<file path="config.mk">
export PLATFORM = sky130hd
export DESIGN_NAME = prst_pin_ctrl
export DESIGN_NICKNAME = d
export VERILOG_FILES = /design/src/rtl/prst_pkg.sv /design/src/rtl/prst_sync.sv /design/src/rtl/prst_fall_det.sv /design/src/rtl/prst_settle_timer.sv /design/src/rtl/prst_drive_fsm.sv /design/src/rtl/prst_exit_gate.sv /design/src/rtl/prst_pin_ctrl.sv
export SDC_FILE = /design/constraint.sdc
export NUM_CORES = 1
export LEC_CHECK = 0
export BUFFER_PORTS_ARGS = -buffer_cell sky130_fd_sc_hd__buf_4
export CAP_MARGIN = 20
export CORE_UTILIZATION = 63
export DETAILED_ROUTE_END_ITERATION = 7
export MAX_ROUTING_LAYER = met4
export PLACE_DENSITY = 0.82
export SKIP_LAST_GASP = 1
export SLEW_MARGIN = 20
export SYNTH_ARGS = -nofsm -noshare
export SYNTH_HDL_FRONTEND = slang
export SYNTH_HIERARCHICAL = 1
export SYNTH_SLANG_ARGS = --single-unit
</file>
<file path="constraint.sdc">
create_clock -name clk -period 4.8 [get_ports clk]
set_input_delay 0.72 -clock clk [delete_from_list [all_inputs] [get_ports clk]]
set_output_delay 0.72 -clock clk [all_outputs]
set_load 0.005 [all_outputs]
</file>
<file path="src/rtl/prst_pkg.sv">
package prst_pkg;

   typedef enum logic [1:0] {
      PST_IDLE   = 2'd0,
      PST_DRIVE  = 2'd1,
      PST_SETTLE = 2'd2
   } prst_state_e;

   function automatic int unsigned settle_cycles(input int unsigned clk_hz,
                                                 input int unsigned settle_us,
                                                 input bit          fast,
                                                 input int unsigned fast_cyc);
      if (fast) return fast_cyc;
      return (clk_hz / 1000000) * settle_us;
   endfunction

endpackage

</file>
<file path="src/rtl/prst_sync.sv">
module prst_sync #(
   parameter int   STAGES  = 2,
   parameter logic RST_VAL = 1'b1
) (
   input  logic clk,
   input  logic rst_n,
   input  logic d,
   output logic q
);
   logic [STAGES-1:0] ff;

   generate
      if (STAGES == 1) begin : g_single
         always_ff @(posedge clk or negedge rst_n) begin
            if (!rst_n) ff <= RST_VAL;
            else        ff <= d;
         end
      end else begin : g_chain
         always_ff @(posedge clk or negedge rst_n) begin
            if (!rst_n) ff <= {STAGES{RST_VAL}};
            else        ff <= {ff[STAGES-2:0], d};
         end
      end
   endgenerate

   assign q = ff[STAGES-1];
endmodule

</file>
<file path="src/rtl/prst_fall_det.sv">
module prst_fall_det (
   input  logic clk,
   input  logic rst_n,
   input  logic smp,
   input  logic en,
   output logic pulse
);
   logic prev_q;
   logic fall;

   assign fall = en & prev_q & ~smp;

   always_ff @(posedge clk or negedge rst_n) begin
      if (!rst_n) begin
         prev_q <= 1'b1;
         pulse  <= 1'b0;
      end else begin
         prev_q <= smp;
         pulse  <= fall;
      end
   end
endmodule

</file>
<file path="src/rtl/prst_settle_timer.sv">
module prst_settle_timer #(
   parameter int unsigned LOAD_VAL = 16,
   localparam int CNT_W = $clog2(LOAD_VAL + 1)
) (
   input  logic clk,
   input  logic rst_n,
   input  logic load,
   input  logic run,
   output logic done
);
   logic [CNT_W-1:0] cnt;

   always_ff @(posedge clk or negedge rst_n) begin
      if (!rst_n)                 cnt <= '0;
      else if (load)              cnt <= CNT_W'(LOAD_VAL - 1);
      else if (run && cnt != '0)  cnt <= cnt - 1'b1;
   end

   assign done = (cnt == '0);
endmodule

</file>
<file path="src/rtl/prst_drive_fsm.sv">
module prst_drive_fsm
   import prst_pkg::*;
(
   input  logic clk,
   input  logic rst_n,
   input  logic trig,
   input  logic ph0_end,
   input  logic tmr_done,
   output logic oe,
   output logic armed,
   output logic accept,
   output logic tmr_load,
   output logic tmr_run
);
   prst_state_e st_q, st_d;

   always_comb begin
      st_d     = st_q;
      accept   = 1'b0;
      tmr_load = 1'b0;
      unique case (st_q)
         PST_IDLE: begin
            if (trig) begin
               st_d   = PST_DRIVE;
               accept = 1'b1;
            end
         end
         PST_DRIVE: begin
            if (ph0_end) begin
               st_d     = PST_SETTLE;
               tmr_load = 1'b1;
            end
         end
         PST_SETTLE: begin
            if (trig) begin
               st_d   = PST_DRIVE;
               accept = 1'b1;
            end else if (tmr_done) begin
               st_d = PST_IDLE;
            end
         end
         default: st_d = PST_IDLE;
      endcase
   end

   always_ff @(posedge clk or negedge rst_n) begin
      if (!rst_n) st_q <= PST_IDLE;
      else        st_q <= st_d;
   end

   assign oe      = (st_q == PST_DRIVE);
   assign armed   = (st_q == PST_IDLE);
   assign tmr_run = (st_q == PST_SETTLE);
endmodule

</file>
<file path="src/rtl/prst_exit_gate.sv">
module prst_exit_gate #(
   parameter bit SELF_TEST = 1'b1
) (
   input  logic clk,
   input  logic rst_n,
   input  logic armed,
   input  logic pin_hi,
   input  logic st_done,
   input  logic clr,
   output logic exit_ready
);
   logic st_ok;

   generate
      if (SELF_TEST) begin : g_selftest
         always_ff @(posedge clk or negedge rst_n) begin
            if (!rst_n)       st_ok <= 1'b0;
            else if (clr)     st_ok <= 1'b0;
            else if (st_done) st_ok <= 1'b1;
         end
      end else begin : g_plain
         assign st_ok = 1'b1;
      end
   endgenerate

   assign exit_ready = armed & pin_hi & st_ok;
endmodule

</file>
<file path="src/rtl/prst_pin_ctrl.sv">
module prst_pin_ctrl
   import prst_pkg::*;
#(
   parameter int unsigned CLK_HZ      = 200_000_000,
   parameter int unsigned SETTLE_US   = 4000,
   parameter bit          SIM_FAST    = 1'b0,
   parameter int unsigned FAST_CYCLES = 16,
   parameter int          SYNC_STAGES = 2,
   parameter bit          SELF_TEST   = 1'b1
) (
   input  logic clk,
   input  logic rst_n,
   input  logic pin_in,
   output logic pin_oe,
   input  logic por_evt,
   input  logic dest_evt,
   input  logic ph0_end,
   input  logic st_done,
   output logic exit_ready,
   output logic seq_start
);
   localparam int unsigned SETTLE_CYC =
      settle_cycles(CLK_HZ, SETTLE_US, SIM_FAST, FAST_CYCLES);

   generate
      if (SETTLE_CYC < 1) begin : g_bad_settle
         $error("prst_pin_ctrl: settling interval must be at least one cycle");
      end
      if (SYNC_STAGES < 1) begin : g_bad_sync
         $error("prst_pin_ctrl: synchronizer needs at least one stage");
      end
      if (!SIM_FAST && CLK_HZ < 1000000) begin : g_bad_clk
         $error("prst_pin_ctrl: clock below 1 MHz not supported");
      end
   endgenerate

   logic pin_s;
   logic armed;
   logic accept;
   logic tmr_load, tmr_run, tmr_done;
   logic trig;

   assign trig = por_evt | dest_evt;

   prst_sync #(
      .STAGES (SYNC_STAGES),
      .RST_VAL(1'b1)
   ) u_sync (
      .clk  (clk),
      .rst_n(rst_n),
      .d    (pin_in),
      .q    (pin_s)
   );

   prst_fall_det u_fall (
      .clk  (clk),
      .rst_n(rst_n),
      .smp  (pin_s),
      .en   (armed),
      .pulse(seq_start)
   );

   prst_drive_fsm u_fsm (
      .clk     (clk),
      .rst_n   (rst_n),
      .trig    (trig),
      .ph0_end (ph0_end),
      .tmr_done(tmr_done),
      .oe      (pin_oe),
      .armed   (armed),
      .accept  (accept),
      .tmr_load(tmr_load),
      .tmr_run (tmr_run)
   );

   prst_settle_timer #(
      .LOAD_VAL(SETTLE_CYC)
   ) u_tmr (
      .clk  (clk),
      .rst_n(rst_n),
      .load (tmr_load),
      .run  (tmr_run),
      .done (tmr_done)
   );

   prst_exit_gate #(
      .SELF_TEST(SELF_TEST)
   ) u_exit (
      .clk       (clk),
      .rst_n     (rst_n),
      .armed     (armed),
      .pin_hi    (pin_s),
      .st_done   (st_done),
      .clr       (accept | seq_start),
      .exit_ready(exit_ready)
   );
endmodule

</file>
==> out/metrics.csv <==
stage;metric;value;unit
logic_synthesis;EDFF count, synth;0;
clock_tree;clk buf depth;2;
clock_tree;CTS buffer count;3;
logic_synthesis;Mapped Cells;137;
finish;fillers;150;
critical_path;slowest stage delay, CP;0.69;ns
floorplan;I/O pin total;10;
clock_tree;clk slew on worst S/H paths;0.15;ns
run;max cap viols;0;
timing;final setup skew;0.0103;ns
global_routing;total track usage;0.276;
critical_path;CP Class;reg -> reg;
finish;share of cells above drive strength 1;0.190;
timing;Hold Slack;0.267;ns
floorplan;Die Wd;49.2;um
route;Vias;1129;
finish;Ant. Diodes;0;
placed_design;input/output buffers;9;
critical_path;CP required;5.05;ns
route;vias per std cell;6.49;
route;post-route ant nets;0;
pwr;Power, Total;0.000478;W
pwr;PwrDens;315;nW/um^2
clock_tree;cts hold-fix bufs;0;
timing;Final Max Slew Viols;0;
logic_synthesis;post-synthesis async set-or-reset flop share;1.00;
pwr;Logic pwr share;0.236;
logic_synthesis;post-synth net total;146;
global_routing;met2 Resource Use GR;0.438;
timing;min Tclk post-route;2.41;ns
logic_synthesis;synth cell count leaders;24 x dfrtp_1, 11 x nor2_1, 8 x nand2_1, 8 x nand3_1;
global_routing;grt total ovfl;0;
pwr;peak supply drop;394;uV
critical_path;largest delay contributor family on the critical path;simple AND/OR/NAND/NOR gates;
global_routing;GRT busiest layer;met2;
pwr;Sw Ratio;0.312;
route;Initial DRC Count;27;
pwr;Clk pwr share;0.208;
placed_design;pre-CTS setup slack;2.47;ns
timing;worst relative slew slack;0.525;
global_routing;met1 GRT Util;0.332;
critical_path;critical path, cell by cell;or4_1 -> or4_4 -> o211ai_4 -> o21ai_1 -> a21oi_1;
logic_synthesis;Avg Cell Area, Syn;10.2;sq um
timing;final setup fails;0;
critical_path;slowest CP cell;or4_1;
pwr;leakage power;0.570;nW
clock_tree;TritonCTS clock tree;built;
route;Wirelength per Cell;16.4;um
critical_path;r2r worst-path depth;5;
logic_synthesis;Top FF cell, synth;dfrtp_1;
floorplan;Core Region;2020;sq um
pwr;Int Power;0.000329;W
timing;Hold Violations, Final;0;
route;Detailed Route WL;2850;um
timing;post-route clock period utilization;0.502;
clock_tree;total clock sinks;27;
logic_synthesis;post-synthesis cell type count;45;
floorplan;row cnt;16;
clock_tree;worst-skew pair later-pin latency;0.33;ns
global_routing;initial antenna violation count;0;
critical_path;reg-to-reg slack, setup;2.39;ns
logic_synthesis;Ys Warns;6;
logic_synthesis;most frequent cell after synthesis;dfrtp_1;
finish;Nets;157;
pwr;Flop pwr share;0.557;
logic_synthesis;Synth area leaders;dfrtp_1 43%, dfstp_2 5.6%, xor2_1 3.1%;
timing;RSZ-0062 raised after global routing;false;
pwr;Switch Pwr;0.000149;W
clock_tree;Resized cells post-CTS;0;
timing;setup_tns;0;ns
logic_synthesis;Post-Syn Area;1400;sq um
placed_design;HPWL after DPL;2070;um
global_routing;first-pass GRT wire length;4880;um
logic_synthesis;Synth Register Bits;27;
logic_synthesis;register area share after synthesis;0.484;
critical_path;crit-path max FO;8;
critical_path;launch point of the worst reg-to-reg path;u_tmr/cnt[6];
floorplan;die height;49.2;um
logic_synthesis;top-area cell type share of the netlist area;0.428;
critical_path;worst r2r dst;u_tmr/cnt[15];
logic_synthesis;area leader, netlist;dfrtp_1;
global_routing;largest net degree at the start of global routing;28;
clock_tree;H-tree depth;1;
critical_path;Arrival @ worst endpoint;2.66;ns
finish;post-layout util;0.752;
timing;Peak Freq;415;MHz
route;DRC Markers;0;
critical_path;Critical Path Sink Type;register;
global_routing;vias in the first global route;1095;
global_routing;M3 GR Usage;0.0498;
status;status;complete, no violations;
floorplan;starting density of the core;0.694;
timing;Tightest Pin Transition;0.705;ns
floorplan;die area;2420;sq um
min_path;hold crit path type;in -> async;
finish;area grow syn2layout;8.39;%
placed_design;placer congestion estimate;0.955;
critical_path;crit path buf inv count;0;
route;DRT Pass-1 Iters;4;
critical_path;type of origin of the critical path;register;
timing;fin worst setup slack;2.39;ns
clock_tree;postcts setup bufs;0;
clock_tree;Root Buffer;clkbuf_4;
[registers in the layout, summed over array words and instances, names as in the netlist]
signal         count
u_fall/prev_q      1
u_fsm/st_q         2
u_sync/ff          2
u_exit/st_ok       1
u_tmr/cnt         20
u_fall/pulse       1
[final cells by class]
cell class / count / area [sq um] / share of cell area
well taps: 27 / 33.8 / 0.0222
flip-flops and latches: 27 / 679 / 0.447
clock buffers: 3 / 22.5 / 0.0148
clock inverters: 1 / 7.51 / 0.00494
multi-input cells: 102 / 691 / 0.454
inverters: 5 / 18.8 / 0.0123
repair buffers: 9 / 67.6 / 0.0444
[power groups by stage]
stage,Sequential [W],Clock [W],Combinational (W)
3_3_place_gp,0.000268,0,0.000107
2_1_floorplan,0.000265,0,0.0000760
4_1_cts,0.000266,0.000104,0.000113
6_report,0.000266,0.0000993,0.000113
5_1_grt,0.000268,0.000113,0.000122
3_5_place_dp,0.000270,0,0.000111
[cell usage in the layout (no fill, tap or decap), types with 3 or more instances in the layout]
cell type	instances
dfrtp_1	24
nor2_1	11
buf_4	9
nand3_1	8
nand2_1	8
inv_1	5
nor4_1	5
xor2_1	5
or4_1	4
nor3_1	4
or3_1	4
xnor2_1	4
a21oi_1	4
clkbuf_4	3
and3_1	3
dfstp_2	3
or3_2	3
nand4_1	3
o21ai_1	3
[cells by family after synthesis]
family,count (synthesis),synth area share
multiplexers,1,0.00714
flip-flops,27,0.484
AND/OR/NAND/NOR,67,0.282
XOR/XNOR,9,0.0562
buffers and inverters,8,0.0232
AO/OA/AOI/OAI,23,0.129
adder cells (fa/ha/maj),2,0.0178
[per-stage QoR]
step | area (sq um) | std cells
floorplan | 1400 | 137
global placement | 1490 | 170
detailed placement | 1490 | 170
CTS | 1520 | 174
global route | 1520 | 174
finish | 1520 | 174
[how the worst max path moves through the flow]
stage	start	slack (ns)	to	cells after the start
global route	u_tmr/cnt[6]	2.31	u_tmr/cnt[15]	5
floorplan	u_tmr/cnt[6]	2.62	u_tmr/cnt[2]	6
global placement	u_tmr/cnt[6]	2.53	u_tmr/cnt[4]	5
detailed placement	u_tmr/cnt[4]	2.47	u_tmr/cnt[5]	5
finish	u_tmr/cnt[6]	2.39	u_tmr/cnt[15]	5
CTS	u_tmr/cnt[6]	2.43	u_tmr/cnt[15]	5
[routing by layer]
metal  routed length [um]  part of all wire
met5                    0                 0
met4                   72             0.025
met3                  140             0.049
met2                 1370              0.48
met1                 1280              0.45
No activity file was read; power rests on OpenSTA's default activity.
